$ cat config.mk
export PLATFORM = sky130hd
export DESIGN_NAME = guard_timer
export DESIGN_NICKNAME = d
export VERILOG_FILES = /design/src/rtl/guard_pkg.sv /design/src/rtl/gt_unlock.sv /design/src/rtl/gt_prescale.sv /design/src/rtl/gt_stage_cnt.sv /design/src/rtl/guard_timer.sv
export SDC_FILE = /design/constraint.sdc
export NUM_CORES = 1
export LEC_CHECK = 0
export BUFFER_PORTS_ARGS = -buffer_cell sky130_fd_sc_hd__buf_4
export CORE_UTILIZATION = 60
export CTS_BUF_LIST = sky130_fd_sc_hd__clkbuf_4 sky130_fd_sc_hd__clkbuf_8
export DETAILED_ROUTE_END_ITERATION = 8
export GPL_ROUTABILITY_DRIVEN = 0
export HOLD_SLACK_MARGIN = 0.06
export PLACE_DENSITY = 0.85
export SLEW_MARGIN = 20
export SYNTH_ARGS = -nofsm -noshare
export SYNTH_HDL_FRONTEND = slang
export SYNTH_SLANG_ARGS = --single-unit
$ cat constraint.sdc
create_clock -name clk -period 4.04 [get_ports clk]
set_clock_uncertainty 0.2 [all_clocks]
set_input_delay 0.404 -clock clk [delete_from_list [all_inputs] [get_ports clk]]
set_output_delay 0.404 -clock clk [all_outputs]
set_load 0.05 [all_outputs]
$ cat src/rtl/guard_pkg.sv
package guard_pkg;

    // byte offsets; software-visible, so fixed
    localparam logic [4:0] OFS_PV1 = 5'h00;
    localparam logic [4:0] OFS_PV2 = 5'h04;
    localparam logic [4:0] OFS_KEY = 5'h0C;
    localparam logic [4:0] OFS_CMD = 5'h0D;
    localparam logic [4:0] OFS_CFG = 5'h10;
    localparam logic [4:0] OFS_CNT = 5'h14;
    localparam logic [4:0] OFS_LCK = 5'h18;

    localparam logic [7:0] KEY_FIRST  = 8'h80;
    localparam logic [7:0] KEY_SECOND = 8'h86;

    typedef enum logic [1:0] {
        UL_IDLE = 2'd0,
        UL_HALF = 2'd1,
        UL_OPEN = 2'd2
    } ul_state_e;

    // configuration byte bits 5..2
    typedef struct packed {
        logic tmo_en;
        logic rst_en;
        logic rst_hold;
        logic coarse;
    } cfg_t;

    // lock byte bits 2..0
    typedef struct packed {
        logic tmo_toggle;
        logic run;
        logic lock;
    } lck_t;

endpackage

$ cat src/rtl/gt_unlock.sv
module gt_unlock
    import guard_pkg::*;
(
    input  logic       clk,
    input  logic       rst_n,
    input  logic       wr_en,
    input  logic [4:0] addr,
    input  logic [7:0] wbyte,
    output logic       grant,
    output logic       armed
);

    ul_state_e state_d, state_q;
    logic      is_protected;

    assign is_protected = (addr == OFS_PV1) || (addr == OFS_PV2) || (addr == OFS_CMD);

    always_comb begin
        state_d = state_q;
        grant   = 1'b0;
        if (wr_en) begin
            if (addr == OFS_KEY) begin
                if (wbyte == KEY_FIRST)
                    state_d = UL_HALF;
                else if (wbyte == KEY_SECOND && state_q == UL_HALF)
                    state_d = UL_OPEN;
                else
                    state_d = UL_IDLE;
            end else begin
                // any other write consumes or abandons the sequence
                grant   = (state_q == UL_OPEN) && is_protected;
                state_d = UL_IDLE;
            end
        end
    end

    always_ff @(posedge clk or negedge rst_n) begin
        if (!rst_n) state_q <= UL_IDLE;
        else        state_q <= state_d;
    end

    assign armed = (state_q == UL_OPEN);

endmodule

$ cat src/rtl/gt_prescale.sv
module gt_prescale #(
    parameter int FINE_SH   = 5,
    parameter int COARSE_SH = 15
) (
    input  logic clk,
    input  logic rst_n,
    input  logic run,
    input  logic clear,
    input  logic coarse,
    output logic tick
);

    logic [COARSE_SH-1:0] psc_d, psc_q;
    logic                 wrap;

    generate
        if (FINE_SH >= COARSE_SH) begin : g_flat
            // degenerate setting: both rates use the full divider
            assign wrap = &psc_q;
        end else begin : g_split
            assign wrap = coarse ? (&psc_q) : (&psc_q[FINE_SH-1:0]);
        end
    endgenerate

    assign tick = run && wrap;

    always_comb begin
        if (!run || clear || tick)
            psc_d = '0;
        else
            psc_d = psc_q + 1'b1;
    end

    always_ff @(posedge clk or negedge rst_n) begin
        if (!rst_n) psc_q <= '0;
        else        psc_q <= psc_d;
    end

endmodule

$ cat src/rtl/gt_stage_cnt.sv
module gt_stage_cnt #(
    parameter int CNT_W = 32
) (
    input  logic             clk,
    input  logic             rst_n,
    input  logic             tick,
    input  logic             reload,
    input  logic [CNT_W-1:0] pv1,
    input  logic [CNT_W-1:0] pv2,
    output logic [CNT_W-1:0] cnt,
    output logic             fresh,
    output logic             end1,
    output logic             end2
);

    typedef struct packed {
        logic             fresh;
        logic             stage2;
        logic [CNT_W-1:0] cnt;
    } cnt_st_t;

    cnt_st_t st_d, st_q;

    always_comb begin
        st_d = st_q;
        end1 = 1'b0;
        end2 = 1'b0;
        if (st_q.fresh || reload) begin
            st_d.fresh  = 1'b0;
            st_d.stage2 = 1'b0;
            st_d.cnt    = pv1;
        end else if (tick) begin
            if (st_q.cnt == '0) begin
                if (!st_q.stage2) begin
                    end1        = 1'b1;
                    st_d.stage2 = 1'b1;
                    st_d.cnt    = pv2;
                end else begin
                    end2        = 1'b1;
                    st_d.stage2 = 1'b0;
                    st_d.cnt    = pv1;
                end
            end else begin
                st_d.cnt = st_q.cnt - 1'b1;
            end
        end
    end

    always_ff @(posedge clk or negedge rst_n) begin
        if (!rst_n) st_q <= '{fresh: 1'b1, stage2: 1'b0, cnt: '0};
        else        st_q <= st_d;
    end

    assign cnt   = st_q.cnt;
    assign fresh = st_q.fresh;

endmodule

$ cat src/rtl/guard_timer.sv
module guard_timer
    import guard_pkg::*;
#(
    parameter int CNT_W     = 32,
    parameter int FINE_SH   = 5,
    parameter int COARSE_SH = 15
) (
    input  logic        clk,
    input  logic        por_n,
    input  logic        sys_rst_n,
    input  logic        wr_en,
    input  logic [4:0]  addr,
    input  logic [31:0] wdata,
    output logic [31:0] rdata,
    output logic        tmo_out,
    output logic        rst_req
);

    localparam int BUS_W = 32;

    // state kept across the watchdog's own reset
    typedef struct packed {
        logic [CNT_W-1:0] pv1;
        logic [CNT_W-1:0] pv2;
        cfg_t             cfg;
        lck_t             lck;
        logic             flag;
    } keep_st_t;

    // state cleared by either reset
    typedef struct packed {
        logic tmo;
        logic rst;
    } out_st_t;

    keep_st_t kp_d, kp_q;
    out_st_t  ot_d, ot_q;

    logic             any_rst_n;
    logic             grant, armed;
    logic             reload, tick;
    logic             end1, end2;
    logic             cnt_fresh;
    logic [CNT_W-1:0] cnt_val;

    // plain views for the bound checker
    logic       sticky_flag, lock_bit, run_bit, toggle_bit, hold_bit;
    logic [3:0] cfg_bits;

    assign any_rst_n = por_n & sys_rst_n;

    gt_unlock u_unlock (
        .clk   (clk),
        .rst_n (any_rst_n),
        .wr_en (wr_en),
        .addr  (addr),
        .wbyte (wdata[7:0]),
        .grant (grant),
        .armed (armed)
    );

    assign reload = wr_en && (addr == OFS_CMD) && grant && wdata[0];

    gt_prescale #(
        .FINE_SH   (FINE_SH),
        .COARSE_SH (COARSE_SH)
    ) u_prescale (
        .clk    (clk),
        .rst_n  (any_rst_n),
        .run    (kp_q.lck.run),
        .clear  (reload),
        .coarse (kp_q.cfg.coarse),
        .tick   (tick)
    );

    gt_stage_cnt #(
        .CNT_W (CNT_W)
    ) u_stage (
        .clk    (clk),
        .rst_n  (any_rst_n),
        .tick   (tick),
        .reload (reload),
        .pv1    (kp_q.pv1),
        .pv2    (kp_q.pv2),
        .cnt    (cnt_val),
        .fresh  (cnt_fresh),
        .end1   (end1),
        .end2   (end2)
    );

    // next value of the retained registers
    always_comb begin
        kp_d = kp_q;
        if (wr_en) begin
            case (addr)
                OFS_PV1: if (grant) kp_d.pv1 = wdata[CNT_W-1:0];
                OFS_PV2: if (grant) kp_d.pv2 = wdata[CNT_W-1:0];
                OFS_CMD: if (grant && wdata[1]) kp_d.flag = 1'b0;
                OFS_CFG: if (!kp_q.lck.lock)
                    kp_d.cfg = '{tmo_en: wdata[5], rst_en: wdata[4],
                                 rst_hold: wdata[3], coarse: wdata[2]};
                OFS_LCK: if (!kp_q.lck.lock)
                    kp_d.lck = '{tmo_toggle: wdata[2], run: wdata[1], lock: wdata[0]};
                default: ;
            endcase
        end
        // a timeout wins over a clear in the same cycle
        if (end2) kp_d.flag = 1'b1;
    end

    always_ff @(posedge clk or negedge por_n) begin
        if (!por_n)
            kp_q <= '{pv1: '1, pv2: '1, cfg: '0, lck: '0, flag: 1'b0};
        else
            kp_q <= kp_d;
    end

    // next value of the outputs
    always_comb begin
        ot_d = ot_q;
        if (end1 && kp_q.cfg.tmo_en)
            ot_d.tmo = kp_q.lck.tmo_toggle ? ~ot_q.tmo : 1'b1;
        else if (!kp_q.lck.tmo_toggle)
            ot_d.tmo = 1'b0;

        if (end2 && kp_q.cfg.rst_en)
            ot_d.rst = 1'b1;
        else if (!kp_q.cfg.rst_hold)
            ot_d.rst = 1'b0;
    end

    always_ff @(posedge clk or negedge any_rst_n) begin
        if (!any_rst_n) ot_q <= '0;
        else            ot_q <= ot_d;
    end

    assign tmo_out = ot_q.tmo;
    assign rst_req = ot_q.rst;

    // read mux
    always_comb begin
        rdata = '0;
        case (addr)
            OFS_PV1: rdata[CNT_W-1:0] = kp_q.pv1;
            OFS_PV2: rdata[CNT_W-1:0] = kp_q.pv2;
            OFS_CMD: rdata[1]         = kp_q.flag;
            OFS_CFG: rdata[5:2]       = kp_q.cfg;
            OFS_CNT: rdata[CNT_W-1:0] = cnt_val;
            OFS_LCK: rdata[2:0]       = kp_q.lck;
            default: rdata = '0;
        endcase
    end

    assign sticky_flag = kp_q.flag;
    assign lock_bit    = kp_q.lck.lock;
    assign run_bit     = kp_q.lck.run;
    assign toggle_bit  = kp_q.lck.tmo_toggle;
    assign hold_bit    = kp_q.cfg.rst_hold;
    assign cfg_bits    = kp_q.cfg;

    if (CNT_W > BUS_W) begin : g_bad_width
        $error("CNT_W must not exceed the bus width");
    end

endmodule

==> results.md <==
- Outcome: complete, but fails checks
- Violated checks: design-rule violations
- Worst skew pair latency: 0.47 ns
- Clk sinks: 125
- Syn Area/Cell: between 10 and 15 um^2
- Nets: between 800 and 900
- Non-Filler Instances: 952
- Initial antenna violation count: 0
- Reg2reg setup slack: a little over 0.8 ns
- Clock transition at the registers of the reported paths: 0.08 ns
- Detailed Route WL: approximately 20000 um
- Setup TNS: 0 ns
- Crit share post-route: 80.08%
- Max FO, Critical Path: 13
- Antenna diodes: 0
- Clock share of power: between 40% and 50%
- Overall power: 2965 uW
- Fin. Hold Viols: 0
- Post-synth cell types: 71
- RSZ-0062 raised after global routing: no
- TritonCTS Buffers: 17
- Routed wl met3: between 1500 and 2000 um
- Seq/Total Area, Yosys: 44.16%
- Switching power: around 730 uW
- Core footprint: between 0.01 and 0.015 mm^2
- First-pass GRT wire length: 32960 um
- Internal: 2233 uW
- Max layer used: met4
- Drt first pass iters: 7
- Layout area overhead: 20.43%
- Layout cells sized above 1: 38.94%
- IR Drop Worst-Case VDD: 325.3 uV
- Initial DRC count: 829
- Cell total after placement: between 800 and 900
- Synth area leaders: dfstp_2 (23%), dfrtp_1 (21%), mux2_2 (15%), nor2_1 (3.7%), a22oi_1 (3.3%)
- Postcts setup bufs: 0
- Hold Crit Class: in -> reg
- Sw Ratio: 24.67%
- Register Area: 0.003209 mm^2
- Comb power frac: about 11%
- # DRC: 3
- Main flop type after synthesis: dfstp_2
- Critical path type: reg -> reg
- Area leader, netlist: dfstp_2
- Final Max Tran Viols: 0
- Post-DP HPWL: about 13000 um
- Relative slew slack: 31.33%
- Rows: 39
- Flops & latches, synth: 125
- Chip height: 112.1 um
- Vias/cell: between 6 and 7
- Port Buf Inserts: 74
- Yosys top cell area share: 23.50%
- # IOs: 75
- Highest Clock Rate: 0.3091 GHz
- Vias: 6273
- Vias in the first global route: ~6.4k
- Worst slew pin tran: 1.019 ns
- Worst Setup End Kind: flop
- Root Buffer: clkbuf_8
- Worst-case clock buffer depth: 2
- WL per Instance: approximately 21 um
- DR WL met2: approximately 10000 um
- Total of max-cap violations: 0
- Final setup fails: 0
- Cell Pwr Density: approximately 340 mW/mm^2
- Startpoint types: flop
- Top-count cell post-synth: mux2_2
- Post-synth ARST share: 100.0%
- Area of the multi-input gates: 0.003809 mm^2
- Number of fill cells: just under 800
- Syn Inst Count: between 600 and 700
- Worst Path Arrival: about 3.4 ns
- Leak: 0.003664 uW
- Synth warnings: 0
- Synth top cells by count: mux2_2 (96), nor2_1 (71), dfstp_2 (65), dfrtp_1 (60), nand2_1 (48)
- Die W: 112.1 um
- H-tree depth: 4
- CTS tree: done
- Routed Antenna Nets: 0
- Post-synth net total: between 700 and 800
- Largest net degree at the start of global routing: 73
- Sequential share of power: roughly 44%
- Syn Std Cell Area: between 0.007 and 0.008 mm^2
- Remaining global-route overflow: 0
- EDFF count, synth: 0
- Die Area: around 0.013 mm^2
- Worst Path Required: 4.21 ns
- GRT Util Overall: ~34%
- Initial core utilization: 62.58%
- Fin crit period: 3.235 ns
- Routed metal-1 wire length: 7827 um
==> critical path, stage by stage (launching register included) <==
cell and delay (ns):
dfrtp_1 0.43, or2_4 0.29, or3_1 0.54, or3_4 0.57
o31ai_4 0.59, buf_4 0.31, nand2_1 0.08, o211ai_1 0.12
==> worst paths after layout <==
path	startpoint	end	cells past startpoint
setup / recovery	u_stage.cnt[24]$_DFFE_PN0P_	u_stage.cnt[16]$_DFFE_PN0P_	7
hold / removal	addr[0]	u_unlock.state_q[1]$_DFFE_PN0P_	4
setup reg to reg	u_stage.cnt[24]$_DFFE_PN0P_	u_stage.cnt[16]$_DFFE_PN0P_	7
hold reg to reg	u_prescale.psc_q[0]$_DFF_PN0_	u_prescale.psc_q[0]$_DFF_PN0_	1
max in group asynchronous	sys_rst_n	tmo_out$_DFFE_PN0P_	4
min in group asynchronous	por_n	cfg_bits[2]$_DFFE_PN0P_	3
==> sequential cells by signal, indices dropped and copies added, names as in the netlist <==
register / count
cfg_bits: 3
u_stage.st_q: 1
hold_bit: 1
run_bit: 1
sticky_flag: 1
tmo_out: 1
u_prescale.psc_q: 15
rst_req: 1
u_stage.cnt: 32
u_unlock.state_q: 2
toggle_bit: 1
u_stage.fresh: 1
kp_q: 64
lock_bit: 1
==> per-layer routing <==
layer | up-vias | GRT usage [%]
met2 | 323 | 57.23
met5 | - | 0
met4 | 0 | 14.67
met1 | 3069 | 41.52
met3 | 71 | 7.235
li1 | 2810 | -
==> metrics by stage <==
step / area [um^2] / hold WS, ns / setup slack [ns] / util [%]
after floorplan: 7268 / -0.09159 / 1.178 / -
after global placement: 7913 / 0.2485 / 1.021 / 68.13
after detailed placement: 7913 / 0.2614 / 0.8795 / 68.13
after CTS: 8752 / 0.07934 / 0.8673 / 75.36
after global routing: 8753 / 0.1525 / 0.6379 / 75.37
final: 8753 / 0.1080 / 0.8047 / 75.37
==> area by class of cell <==
type / instances / area share [%]
Inverter: 9 / 0.3859
Multi-Input combinational cell: 516 / 43.51
Sequential cell: 125 / 36.66
Tap cell: 143 / 2.044
Clock buffer: 19 / 2.987
Clock inverter: 13 / 2.487
Timing Repair Buffer: 127 / 11.92
==> logic make-up after synthesis <==
logic type	Yosys count	synth area share, %
compound gates	152	14.86
fa+ha+maj	4	0.6886
mux	102	16.39
other cells	1	0.05159
buf+inv	58	3.684
xor+xnor	19	2.290
simple gates	238	17.89
flops	125	44.16
==> power groups by stage <==
stage	clock network [uW]	registers (uW)	logic, uW
global placement	0	1330	278
floorplan	0	1320	196
CTS	1350	1310	320
global route	1390	1320	351
finish	1330	1310	323
detailed placement	0	1330	291
==> timing repair <==
item | in CTS | in global routing
hold buffers | 36 | 0
hold endpoints to repair | 114 | 0
gates resized for setup | 0 | 0
==> placed cells by master (no fill, tap or decap), types with 21 or more instances in the layout <==
| cell type | synthesis | final |
|---|---|---|
| dfrtp_1 | 60 | 60 |
| a21oi_1 | 21 | 21 |
| dfstp_2 | 65 | 65 |
| mux2_2 | 96 | 96 |
| a22oi_1 | 32 | 32 |
| nand2_1 | 48 | 48 |
| dlygate4sd3_1 | 0 | 36 |
| buf_4 | 0 | 91 |
| nand3_1 | 24 | 24 |
| nor2_1 | 71 | 69 |
(Power assumes the default switching activity.)
